File: src/rtl/apm_pkg.sv
package apm_pkg;

    localparam int unsigned CMD_W        = 8;
    localparam int unsigned CFG_LANES    = 4;
    localparam int unsigned LANE_W       = 8;
    localparam logic [7:0]  CODE_SCI_ON  = 8'hF1;
    localparam logic [7:0]  CODE_SCI_OFF = 8'hF0;
    localparam int unsigned GATE_LANE    = 3;
    localparam int unsigned GATE_BIT     = 1;
    localparam logic [7:0]  STRAP_VALUE  = 8'h02;

    typedef enum logic [1:0] {
        CMD_IDLE    = 2'd0,
        CMD_SCI_SET = 2'd1,
        CMD_SCI_CLR = 2'd2,
        CMD_SMI_REQ = 2'd3
    } apm_kind_e;

    typedef struct packed {
        apm_kind_e        kind;
        logic [CMD_W-1:0] code;
    } apm_cmd_t;

    function automatic apm_kind_e classify(input logic wr,
                                           input logic [CMD_W-1:0] code,
                                           input logic [CMD_W-1:0] on_code,
                                           input logic [CMD_W-1:0] off_code);
        if (!wr)                  return CMD_IDLE;
        else if (code == on_code) return CMD_SCI_SET;
        else if (code == off_code) return CMD_SCI_CLR;
        else                      return CMD_SMI_REQ;
    endfunction

endpackage

File: src/rtl/apm_cmd_decode.sv
module apm_cmd_decode
    import apm_pkg::*;
#(
    parameter int unsigned    W       = CMD_W,
    parameter logic [W-1:0]   ON_CODE = CODE_SCI_ON,
    parameter logic [W-1:0]   OFF_CODE = CODE_SCI_OFF
) (
    input  logic         wr,
    input  logic [W-1:0] data,
    output apm_cmd_t     cmd
);
    always_comb begin
        cmd.kind = classify(wr, data, ON_CODE, OFF_CODE);
        cmd.code = data;
    end
endmodule

File: src/rtl/apm_cfg_bank.sv
module apm_cfg_bank
    import apm_pkg::*;
#(
    parameter int unsigned     LANES     = CFG_LANES,
    parameter int unsigned     LW        = LANE_W,
    parameter int unsigned     G_LANE    = GATE_LANE,
    parameter int unsigned     G_BIT     = GATE_BIT,
    parameter logic [LW-1:0]   STRAP_VAL = STRAP_VALUE
) (
    input  logic                clk,
    input  logic                rst,
    input  logic                strap,
    input  logic                wr,
    input  logic [LANES-1:0]    be,
    input  logic [LANES*LW-1:0] wdata,
    output logic [LANES*LW-1:0] rdata,
    output logic                gate
);
    logic [LW-1:0] lane_q [LANES];

    for (genvar i = 0; i < LANES; i++) begin : g_lane
        localparam bit IS_GATE = (i == G_LANE);

        always_ff @(posedge clk) begin
            if (rst) begin
                lane_q[i] <= (IS_GATE && strap) ? STRAP_VAL : '0;
            end else if (wr && be[i]) begin
                lane_q[i] <= wdata[i*LW +: LW];
            end
        end

        assign rdata[i*LW +: LW] = lane_q[i];

        AST_CFG_LANE_WRITE: assert property (@(posedge clk) disable iff (rst)
            (wr && be[i]) |=> rdata[i*LW +: LW] == $past(wdata[i*LW +: LW]));
        AST_CFG_LANE_HOLD: assert property (@(posedge clk) disable iff (rst)
            !(wr && be[i]) |=> $stable(rdata[i*LW +: LW]));
    end

    assign gate = lane_q[G_LANE][G_BIT];
endmodule

File: src/rtl/apm_pm_out.sv
module apm_pm_out
    import apm_pkg::*;
#(
    parameter int unsigned W = CMD_W
) (
    input  logic         clk,
    input  logic         rst,
    input  apm_cmd_t     cmd,
    input  logic         gate,
    output logic         sci_en,
    output logic         smi_pulse,
    output logic [W-1:0] last_cmd
);
    always_ff @(posedge clk) begin
        if (rst) begin
            sci_en    <= 1'b0;
            smi_pulse <= 1'b0;
            last_cmd  <= '0;
        end else begin
            smi_pulse <= (cmd.kind == CMD_SMI_REQ) && gate;
            if (cmd.kind != CMD_IDLE) begin
                last_cmd <= cmd.code[W-1:0];
            end
            unique case (cmd.kind)
                CMD_SCI_SET: sci_en <= 1'b1;
                CMD_SCI_CLR: sci_en <= 1'b0;
                default:     sci_en <= sci_en;
            endcase
        end
    end

    AST_SMI_NEEDS_GATE: assert property (@(posedge clk) disable iff (rst)
        (cmd.kind == CMD_SMI_REQ && !gate) |=> !smi_pulse);
    AST_SMI_WHEN_GATED: assert property (@(posedge clk) disable iff (rst)
        (cmd.kind == CMD_SMI_REQ && gate) |=> smi_pulse);
endmodule

File: src/rtl/apm_cmd_ctrl.sv
module apm_cmd_ctrl
    import apm_pkg::*;
#(
    parameter int unsigned       LANES    = CFG_LANES,
    parameter logic [CMD_W-1:0]  ON_CODE  = CODE_SCI_ON,
    parameter logic [CMD_W-1:0]  OFF_CODE = CODE_SCI_OFF
) (
    input  logic                    clk,
    input  logic                    rst,
    input  logic                    smm_off_strap,
    input  logic                    cmd_wr,
    input  logic [CMD_W-1:0]        cmd_data,
    input  logic                    cfg_wr,
    input  logic [LANES-1:0]        cfg_be,
    input  logic [LANES*LANE_W-1:0] cfg_wdata,
    output logic [LANES*LANE_W-1:0] cfg_rdata,
    output logic [CMD_W-1:0]        last_cmd,
    output logic                    sci_en,
    output logic                    smi_pulse
);
    apm_cmd_t cmd;
    logic     gate;

    apm_cmd_decode #(.W(CMD_W), .ON_CODE(ON_CODE), .OFF_CODE(OFF_CODE)) u_dec (
        .wr   (cmd_wr),
        .data (cmd_data),
        .cmd  (cmd)
    );

    apm_cfg_bank #(.LANES(LANES), .LW(LANE_W), .G_LANE(GATE_LANE),
                   .G_BIT(GATE_BIT), .STRAP_VAL(STRAP_VALUE)) u_cfg (
        .clk   (clk),
        .rst   (rst),
        .strap (smm_off_strap),
        .wr    (cfg_wr),
        .be    (cfg_be),
        .wdata (cfg_wdata),
        .rdata (cfg_rdata),
        .gate  (gate)
    );

    apm_pm_out #(.W(CMD_W)) u_out (
        .clk       (clk),
        .rst       (rst),
        .cmd       (cmd),
        .gate      (gate),
        .sci_en    (sci_en),
        .smi_pulse (smi_pulse),
        .last_cmd  (last_cmd)
    );

    AST_SCI_SET: assert property (@(posedge clk) disable iff (rst)
        (cmd_wr && cmd_data == ON_CODE) |=> sci_en);
    AST_SCI_CLR: assert property (@(posedge clk) disable iff (rst)
        (cmd_wr && cmd_data == OFF_CODE) |=> !sci_en);
    AST_RESERVED_NO_SMI: assert property (@(posedge clk) disable iff (rst)
        (cmd_wr && (cmd_data == ON_CODE || cmd_data == OFF_CODE)) |=> !smi_pulse);
    AST_SMI_AFTER_WRITE: assert property (@(posedge clk) disable iff (rst)
        !cmd_wr |=> !smi_pulse);
    AST_SCI_STABLE: assert property (@(posedge clk) disable iff (rst)
        !(cmd_wr && (cmd_data == ON_CODE || cmd_data == OFF_CODE)) |=> $stable(sci_en));
    AST_LAST_CMD: assert property (@(posedge clk) disable iff (rst)
        cmd_wr |=> last_cmd == $past(cmd_data));
endmodule

File: config.mk
export PLATFORM = sky130hd
export DESIGN_NAME = apm_cmd_ctrl
export DESIGN_NICKNAME = d
export VERILOG_FILES = /design/src/rtl/apm_pkg.sv /design/src/rtl/apm_cmd_decode.sv /design/src/rtl/apm_cfg_bank.sv /design/src/rtl/apm_pm_out.sv /design/src/rtl/apm_cmd_ctrl.sv
export SDC_FILE = /design/constraint.sdc
export NUM_CORES = 1
export LEC_CHECK = 0
export BUFFER_PORTS_ARGS = -buffer_cell sky130_fd_sc_hd__buf_4
export CORE_ASPECT_RATIO = 2
export CORE_MARGIN = 2
export CORE_UTILIZATION = 25
export DETAILED_ROUTE_END_ITERATION = 12
export PLACE_DENSITY = 0.5
export RECOVER_POWER = 100
export SLEW_MARGIN = 20
export SYNTH_ARGS = -nofsm -noshare
export SYNTH_HDL_FRONTEND = slang
export SYNTH_SLANG_ARGS = --single-unit
File: constraint.sdc
create_clock -name clk -period 1.6 [get_ports clk]
set_input_delay 0.24 -clock clk [delete_from_list [all_inputs] [get_ports clk]]
set_output_delay 0.24 -clock clk [all_outputs]
set_load 0.1 [all_outputs]
==> flow_metrics.py, run 1 <==
metrics = {
    "floorplanning": {
        "die_width_um": 62.1,
        "die_area_um2": 7480,
        "num_rows": 42,
        "core_area_um2": 6570,
        "die_height_um": 120,
        "pin_count": 91,
        "start_util_pct": 25.7,
    },
    "worst_setup_path": {
        "crit_arrival_ns": 1.64,
        "worstSetupEndpointType": "flop",
        "crit_type": "primary input to flop",
        "cp_max_fo": 6,
        "start_kind": "primary input",
        "reg2reg_depth": 1,
        "crit_required_ns": 1.77,
        "r2r_slack_ns": 0.94,
    },
    "clocking": {
        "numCtsBuffers": 5,
        "htree_levels": 2,
        "cts-resized-gates": 0,
        "clk_latency_ns": 0.28,
        "max-clock-path-buffers": 2,
        "cts_setup_buffers": 0,
        "postCtsHoldBufs": 0,
        "path_clk_slew_ns": 0.06,
        "cts_tree": "yes",
        "cts-root-buf": "clkbuf_16",
        "cts_sinks": 42,
    },
    "global_routing": {
        "grtUsageTotal_pct": 10.6,
        "grt_max_degree": 13,
        "grt_overflow": 0,
        "grt_pass1_vias": 1192,
        "antenna_found_initial": 0,
        "grt_pass1_wl_um": 5930,
    },
    "logic_synthesis": {
        "ys_top_cells_by_area": "edfxtp_1 57%, dfxtp_1 12%, and2_1 11%",
        "synth-main-ff-cell": "edfxtp_1",
        "synth_common_cells": "32 x edfxtp_1, 31 x and2_1, 10 x dfxtp_1",
        "synth_edf_count": 32,
        "netlist_area_um2": 1690,
        "synth_fp_nets": 168,
        "yosys_register_bits": 42,
        "synthCells": 116,
        "synthDistinctLibCells": 19,
        "yosysMostFrequentCell": "edfxtp_1",
        "async_reset_ff_share_pct": 0,
        "yosysTopAreaCell": "edfxtp_1",
        "yosysWarnings": 0,
        "seq_area_frac_synth_pct": 68.7,
        "avgSynthCellArea_um2": 14.6,
        "netlist.area_leader.share_pct": 56.8,
    },
    "timing": {
        "fmax_ghz": 0.679,
        "final_hold_viol_count": 0,
        "finalCritPeriodShare_pct": 92.1,
        "worst_pin_slew_ns": 0.563,
        "period_minus_slack_ns": 1.47,
        "setup_ws_ns": 0.126,
        "relSlewSlack_pct": 62.6,
        "whs_ns": 0.202,
        "drv_slew": 0,
        "rsz0062_at_grt": "no",
        "setup_violations": 0,
        "clock_skew_ns": 0.0000892,
    },
    "final_layout": {
        "finalInstanceArea_um2": 2500,
        "area_delta_synth_final_pct": 48.2,
        "diodes": 0,
        "drive_gt1_share_pct": 47.7,
        "utilization_pct": 38.1,
        "final_cells": 302,
        "nNetsFinal": 266,
        "fillers": 702,
    },
    "placement": {
        "numPortBuffers": 90,
        "post-place-ws_ns": -0.193,
        "gp_congestion": 0.670,
        "placed_cells": 295,
        "hpwl_um": 3070,
        "place_area_um2": 2490,
    },
    "min_path": {
        "min_path_type": "primary input to flop",
        "hold_depth": 3,
    },
    "run_status": {
        "outcome": "finished, final reports clean",
    },
    "pwr": {
        "pwr-share-seq_pct": 41.2,
        "irDropWorstVdd_mv": 0.693,
        "leakagePower_nw": 1.13,
        "power.density_nw_per_um2": 1250,
        "power.share.switching_pct": 36.2,
        "p_clk_share_pct": 30.2,
        "internal_power_mw": 1.99,
        "switching_power_mw": 1.13,
        "power_frac_comb_pct": 28.6,
    },
    "drt": {
        "drt_iter0_drc": 27,
        "firstDrtPassIters": 3,
        "wire_per_inst_um": 12.6,
        "drt-vias-per-instance": 4.04,
        "routed_wl_um": 3790,
        "ant_nets": 0,
        "vias": 1219,
        "drcViolationCount": 0,
    },
    "run": {
        "maxCapViolCount": 0,
    },
}
-- cells in the final DEF (no fill, tap or decap), types with 2 or more instances in the layout --
| cell | instances |
|---|---|
| o21a_1 | 2 |
| buf_4 | 51 |
| and2_1 | 17 |
| a21o_1 | 4 |
| clkbuf_1 | 3 |
| and2_0 | 14 |
| mux2i_1 | 8 |
| and3b_1 | 5 |
| ha_1 | 3 |
| clkinv_2 | 2 |
| clkbuf_2 | 42 |
| dfxtp_1 | 10 |
| clkbuf_16 | 5 |
| nor2_1 | 9 |
| edfxtp_1 | 32 |
-- through the flow --
step / power (mW) / TNS [ns]
finish: 3.12 / 0
global route: 3.24 / 0
CTS: 3.23 / 0
detailed placement: 2.27 / -1.39
global placement: 2.27 / -1.24
floorplan: 2.02 / 0
-- critical path, cell delays in order --
cell     delay (ns)
buf_4          0.11
or4_1          0.53
o21ai_2        0.15
ha_1           0.18
buf_4          0.17
mux2i_1        0.20
nor2_1         0.05
-- sequential cells by signal (all words and copies together), names as in the netlist --
register and cells:
u_cfg.lane_q 32, u_out.last_cmd 8, u_out.sci_en 1, u_out.smi_pulse 1
-- cell families after synthesis --
group | count (synthesis) | synth area share [%]
AO/OA/AOI/OAI | 9 | 3.70
buffers and inverters | 5 | 2.07
adder cells (fa/ha/maj) | 3 | 2.22
multiplexers | 9 | 5.63
flip-flops | 42 | 68.7
AND/OR/NAND/NOR | 48 | 17.7
-- area by class of cell --
class,count,area (um2),share of cell area (%)
repair buffers,96,604,24.1
clock inverters,2,10.0,0.400
well taps,88,110,4.40
flip-flops and latches,42,1160,46.4
clock buffers,5,125,5.00
multi-input cells,69,494,19.7
-- power by group through the flow --
stage / Clock (mW) / Combinational, mW / Sequential, mW
finish: 0.943 / 0.894 / 1.29
global route: 1.02 / 0.925 / 1.30
CTS: 0.979 / 0.960 / 1.29
detailed placement: 0 / 0.959 / 1.31
global placement: 0 / 0.959 / 1.31
floorplan: 0 / 0.113 / 1.91
-- routing by layer --
| layer | GRT usage [%] | wire [um] |
|---|---|---|
| met3 | 3.44 | 210 |
| met1 | 10.1 | 1270 |
| met4 | 5.83 | 82 |
| met2 | 19.6 | 2230 |
| met5 | 0 | 0 |
-- worst paths after layout --
kind,from,end
max,cmd_data[1],u_out.last_cmd[4]$_SDFFE_PP0P_
min,cmd_data[7],u_out.last_cmd[7]$_SDFFE_PP0P_
max reg2reg,u_cfg.lane_q[3][1]$_DFFE_PP_,u_out.smi_pulse$_SDFF_PP0_
min reg2reg,u_out.last_cmd[7]$_SDFFE_PP0P_,u_out.last_cmd[7]$_SDFFE_PP0P_
Note: power is estimated with default switching activity, not from simulation.
==> inputs of run 2 (changes only) <==
--- a/config.mk
+++ b/config.mk
@@ -9,6 +9,7 @@
 export CORE_ASPECT_RATIO = 2
 export CORE_MARGIN = 2
 export CORE_UTILIZATION = 25
+export CTS_BUF_LIST = sky130_fd_sc_hd__clkbuf_8
 export DETAILED_ROUTE_END_ITERATION = 12
 export PLACE_DENSITY = 0.5
 export RECOVER_POWER = 100
==> run 2 against run 1 <==
Effect of this change: hold slack got worse by 0.013 ns; die area is the same; non-clock buffer count stayed put; utilization shrank 0.86 points; via count shrank 0.33%; power fell by 9.7%; sequential power barely moved; maximum frequency grew 0.79%; routed wire length hardly changed; clock-buffer cell count unchanged; sequential cell count stayed put; register-to-register slack about the same; largest cell class unchanged.
==> flow_metrics.py, run 2 (synthesis results as in run 1) <==
metrics = {
    "run_status": {
        "outcome": "finished, final reports clean",
    },
    "final_layout": {
        "drive_gt1_share_pct": 47.7,
        "layout_common_cells": "51 x buf_4, 42 x clkbuf_2, 32 x edfxtp_1",
        "reg.largest.list": "u_cfg.lane_q (32), u_out.last_cmd (8)",
        "area_delta_synth_final_pct": 44.9,
        "final_cells": 302,
        "top_register": "u_cfg.lane_q",
        "nNetsFinal": 266,
        "final_common_cell": "buf_4",
        "diodes": 0,
        "largest_reg_flops": 32,
    },
    "global_routing": {
        "antenna_found_initial": 0,
        "grt_max_degree": 13,
        "grt_pass1_vias": 1192,
        "grt_overflow": 0,
        "grtUsageTotal_pct": 10.6,
        "grt_pass1_wl_um": 5930,
    },
    "worst_setup_path": {
        "worstSetupEndpointType": "flop",
        "r2r_slack_ns": 0.94,
        "crit_required_ns": 1.79,
        "cp_max_fo": 6,
        "crit_type": "primary input to flop",
        "start_kind": "primary input",
        "crit_arrival_ns": 1.65,
    },
    "run": {
        "maxCapViolCount": 0,
    },
    "timing": {
        "drv_slew": 0,
        "clock_skew_ns": 0.0000889,
        "worst_pin_slew_ns": 0.563,
        "rsz0062_at_grt": "no",
        "fmax_ghz": 0.684,
        "whs_ns": 0.189,
        "period_minus_slack_ns": 1.46,
        "setup_violations": 0,
        "finalCritPeriodShare_pct": 91.4,
        "relSlewSlack_pct": 62.6,
        "final_hold_viol_count": 0,
    },
    "pwr": {
        "irDropWorstVdd_mv": 0.610,
        "power.density_nw_per_um2": 1150,
        "leakagePower_nw": 1.11,
    },
    "drt": {
        "drt_iter0_drc": 27,
        "vias": 1215,
        "ant_nets": 0,
        "wire_per_inst_um": 12.6,
        "firstDrtPassIters": 3,
        "routed_wl_um": 3800,
        "drcViolationCount": 0,
        "drt-vias-per-instance": 4.02,
    },
    "placement": {
        "gp_congestion": 0.670,
        "hpwl_um": 3070,
        "placed_cells": 295,
        "numPortBuffers": 90,
    },
    "clocking": {
        "cts_tree": "yes",
        "cts-resized-gates": 0,
        "path_clk_slew_ns": 0.07,
        "max-clock-path-buffers": 2,
        "cts_setup_buffers": 0,
        "cts_sinks": 42,
        "postCtsHoldBufs": 0,
        "numCtsBuffers": 5,
        "clk_latency_ns": 0.29,
        "cts-root-buf": "clkbuf_8",
        "htree_levels": 2,
    },
    "min_path": {
        "min_path_type": "primary input to flop",
    },
    "floorplanning": {
        "die_width_um": 62.1,
        "core_area_um2": 6570,
        "die_area_um2": 7480,
        "die_height_um": 120,
        "num_rows": 42,
        "start_util_pct": 25.7,
        "pin_count": 91,
    },
}
## run 2: power breakdown
group	leakage [nW]	switching, mW	internal, mW
sequential	0.408	0.0259	1.26
clock	0.0438	0.348	0.293
combinational	0.654	0.726	0.168
total	1.11	1.10	1.72
## run 2: final cells by class
type                    count  area (um2)
repair buffers             96         604
well taps                  88         110
clock buffers               5        68.8
fillers                   707        4120
multi-input cells          69         494
clock inverters             2        10.0
flip-flops and latches     42        1160
## run 2: per-stage QoR
step	power (mW)	cell area [um2]	utilization (%)	worst slack, ns	TNS (ns)
floorplan	2.02	1700	-	0.00558	0
global placement	2.27	2490	37.9	-0.167	-1.24
detailed placement	2.27	2490	37.9	-0.193	-1.39
CTS	2.93	2570	39.1	0.121	0
global route	2.93	2450	37.3	0.0490	0
finish	2.82	2450	37.3	0.138	0
## run 2: path summary, 6_finish.rpt
check | startpoint | end | cells after the start
setup / recovery | cmd_data[1] | u_out.last_cmd[4]$_SDFFE_PP0P_ | 7
hold / removal | cmd_data[7] | u_out.last_cmd[7]$_SDFFE_PP0P_ | 3
setup reg to reg | u_cfg.lane_q[3][1]$_DFFE_PP_ | u_out.smi_pulse$_SDFF_PP0_ | 1
hold reg to reg | u_out.last_cmd[7]$_SDFFE_PP0P_ | u_out.last_cmd[7]$_SDFFE_PP0P_ | 2
## run 2: worst max-delay path, stage by stage
cell and delay, ns:
buf_4 0.11, or4_1 0.53, o21ai_2 0.15, ha_1 0.18
buf_4 0.17, mux2i_1 0.20, nor2_1 0.05
## run 2: metal layers
metal  GRT usage, %  vias up  part of all wire (%)
met2           19.6       48                    58
met1           10.1      557                    34
met4           5.83        0                   2.5
li1               -      603                     -
met5              0        -                     0
met3           3.44        7                   5.6
==> inputs of run 3 (changes only) <==
--- a/config.mk
+++ b/config.mk
@@ -5,13 +5,15 @@
 export SDC_FILE = /design/constraint.sdc
 export NUM_CORES = 1
 export LEC_CHECK = 0
+export ABC_AREA = 1
 export BUFFER_PORTS_ARGS = -buffer_cell sky130_fd_sc_hd__buf_4
 export CORE_ASPECT_RATIO = 2
 export CORE_MARGIN = 2
 export CORE_UTILIZATION = 25
 export CTS_BUF_LIST = sky130_fd_sc_hd__clkbuf_8
 export DETAILED_ROUTE_END_ITERATION = 12
-export PLACE_DENSITY = 0.5
+export GPL_ROUTABILITY_DRIVEN = 0
+export PLACE_DENSITY = 0.49
 export RECOVER_POWER = 100
 export SLEW_MARGIN = 20
 export SYNTH_ARGS = -nofsm -noshare
==> run 3 against run 2 <==
Effect of this change: clock skew is 0.0029 ns higher; area after synthesis is 5.5% higher; die area is 5.2% higher; critical path type is now flop to output port; largest power group unchanged; highest routed layer unchanged.
==> flow_metrics.py, run 3 <==
metrics = {
    "run_status": {
        "outcome": "finished, final reports clean",
    },
    "logic_synthesis": {
        "synth-main-ff-cell": "edfxtp_1",
        "synth_edf_count": 32,
        "netlist.area_leader.share_pct": 53.9,
        "yosys_register_bits": 42,
        "ys_top_cells_by_area": "edfxtp_1 54%, dfxtp_1 11%, nor2_1 10%",
        "synth_fp_nets": 227,
        "seq_area_frac_synth_pct": 65.1,
        "avgSynthCellArea_um2": 10.2,
        "yosysMostFrequentCell": "nor2_1",
        "yosysTopAreaCell": "edfxtp_1",
        "yosysWarnings": 0,
        "synthDistinctLibCells": 16,
        "netlist_area_um2": 1780,
        "synth_common_cells": "48 x nor2_1, 38 x inv_1, 32 x edfxtp_1",
        "synthCells": 175,
        "async_reset_ff_share_pct": 0,
    },
    "timing": {
        "setup_ws_ns": 0.230,
        "worst_pin_slew_ns": 0.566,
        "setup_violations": 0,
        "clock_skew_ns": 0.00301,
        "rsz0062_at_grt": "no",
        "relSlewSlack_pct": 62.4,
        "period_minus_slack_ns": 1.37,
        "fmax_ghz": 0.730,
        "finalCritPeriodShare_pct": 85.6,
        "drv_slew": 0,
        "final_hold_viol_count": 0,
        "fin_tns_setup_ns": 0,
    },
    "final_layout": {
        "nNetsFinal": 321,
        "fillers": 748,
        "finalInstanceArea_um2": 2500,
        "final_common_cell": "nor2_1",
        "multiInputGateArea_um2": 397,
        "final_cells": 360,
        "drive_gt1_share_pct": 37.0,
        "area_delta_synth_final_pct": 40.2,
        "reg.largest.list": "u_cfg.lane_q (32), u_out.last_cmd (8)",
        "largest_reg_flops": 32,
        "layout_common_cells": "48 x nor2_1, 46 x buf_4, 42 x clkbuf_2",
        "diodes": 0,
        "top_register": "u_cfg.lane_q",
        "final-seq-area_um2": 1160,
    },
    "clocking": {
        "numCtsBuffers": 5,
        "max-clock-path-buffers": 2,
        "htree_levels": 2,
        "cts_tree": "yes",
        "cts_setup_buffers": 0,
        "clk_latency_ns": 0.29,
        "cts_sinks": 42,
        "path_clk_slew_ns": 0.08,
        "postCtsHoldBufs": 0,
        "cts-resized-gates": 0,
        "cts-root-buf": "clkbuf_8",
    },
    "min_path": {
        "min_path_type": "primary input to flop",
        "holdPathEnd": "u_out.last_cmd[5]$_SDFFE_PP0P_",
        "min_from": "cmd_data[5]",
        "hold_depth": 3,
    },
    "worst_setup_path": {
        "critPathMaxStageDelay_ns": 0.47,
        "r2r_slack_ns": 0.90,
        "crit_chain": "clkbuf_2",
        "rr_startpoint": "u_out.last_cmd[2]$_SDFFE_PP0P_",
        "crit_path_top_delay_cell": "clkbuf_2",
        "start_kind": "flop",
        "crit_required_ns": 1.36,
        "critPathTopFamily": "buffers and inverters",
        "timing.rr.end": "u_out.last_cmd[2]$_SDFFE_PP0P_",
        "worstSetupEndpointType": "output port",
        "path_buf_inv": 1,
        "crit_type": "flop to output port",
        "cp_max_fo": 2,
        "reg2reg_depth": 2,
        "crit_arrival_ns": 1.13,
    },
    "drt": {
        "vias": 1406,
        "routed_wl_um": 4110,
        "drcViolationCount": 0,
        "wire_per_inst_um": 11.4,
        "drt_iter0_drc": 33,
        "drt-vias-per-instance": 3.91,
        "ant_nets": 0,
        "firstDrtPassIters": 4,
    },
    "placement": {
        "post-place-ws_ns": 0.209,
        "hpwl_um": 3340,
        "placed_cells": 352,
        "place_area_um2": 2540,
        "numPortBuffers": 90,
    },
    "floorplanning": {
        "die_width_um": 63.7,
        "die_area_um2": 7860,
        "die_height_um": 123,
        "pin_count": 91,
        "num_rows": 43,
        "core_area_um2": 6940,
        "start_util_pct": 25.7,
    },
    "global_routing": {
        "antenna_found_initial": 0,
        "grt_pass1_vias": 1379,
        "grt_overflow": 0,
        "grt_max_degree": 18,
        "grtUsageTotal_pct": 11.0,
        "grt_pass1_wl_um": 6400,
    },
    "pwr": {
        "irDropWorstVdd_mv": 0.401,
        "leakagePower_nw": 1.28,
        "power.density_nw_per_um2": 1210,
    },
    "run": {
        "maxCapViolCount": 0,
    },
}
## run 3: cell types whose count changed in the layout (fill, tap and decap cells not counted), sizes merged, moves of 8 or more
cell,previous run,this run
and2,31,0
inv,0,41
mux2i,8,0
nand2,0,18
nor2,9,48
o21ai,2,11
## run 3: cell type report
type,instances,share of cell area (%)
Clock buffer,5,2.75
Clock inverter,3,1.65
Inverter,40,6.11
Multi-Input combinational cell,89,15.9
Sequential cell,42,46.4
Tap cell,90,4.50
Timing Repair Buffer,91,22.7
## run 3: through the flow
step | hold slack, ns | total power, mW | util (%)
final | 0.178 | 3.04 | 36.0
after global routing | 0.179 | 3.16 | 36.0
after CTS | 0.106 | 3.14 | 38.2
after detailed placement | 0.430 | 2.31 | 36.6
after global placement | 0.433 | 2.31 | 36.6
after floorplan | 0.312 | 2.06 | -
## run 3: metal layers
layer / share of wire [%] / track usage (%)
met3: 5.7 / 2.55
met1: 32 / 9.75
met4: 3.5 / 7.61
met5: 0 / 0
met2: 59 / 21.1
## run 3: report_power, final
part           leakage [nW]  total (mW)  switching (mW)  internal (mW)
sequential            0.408        1.29          0.0284           1.26
clock                0.0556       0.823           0.364          0.459
combinational         0.814       0.922           0.766          0.157
## run 3: logic make-up after synthesis
family                   synth area share [%]
AND/OR/NAND/NOR                          16.6
adder cells (fa/ha/maj)                  2.11
flip-flops                               65.1
AO/OA/AOI/OAI                            5.54
buffers and inverters                    10.7
## run 3: how the worst max path moves through the flow
stage                              startpoint                              to  slack (ns)  cells past startpoint
6_report       u_out.last_cmd[1]$_SDFFE_PP0P_                     last_cmd[1]        0.23                      1
5_1_grt        u_out.last_cmd[2]$_SDFFE_PP0P_                     last_cmd[2]        0.19                      1
4_1_cts        u_out.last_cmd[3]$_SDFFE_PP0P_                     last_cmd[3]        0.34                      1
3_5_place_dp                      cmd_data[0]  u_out.last_cmd[1]$_SDFFE_PP0P_        0.21                      8
3_3_place_gp                      cmd_data[0]  u_out.last_cmd[1]$_SDFFE_PP0P_        0.25                      8
2_1_floorplan  u_out.last_cmd[1]$_SDFFE_PP0P_  u_out.last_cmd[1]$_SDFFE_PP0P_        0.31                      2
## run 3: worst reg2reg max path, cell delays in order, from the launching register on
cell	delay, ns
dfxtp_1	0.33
o21ai_0	0.22
a21oi_2	0.05
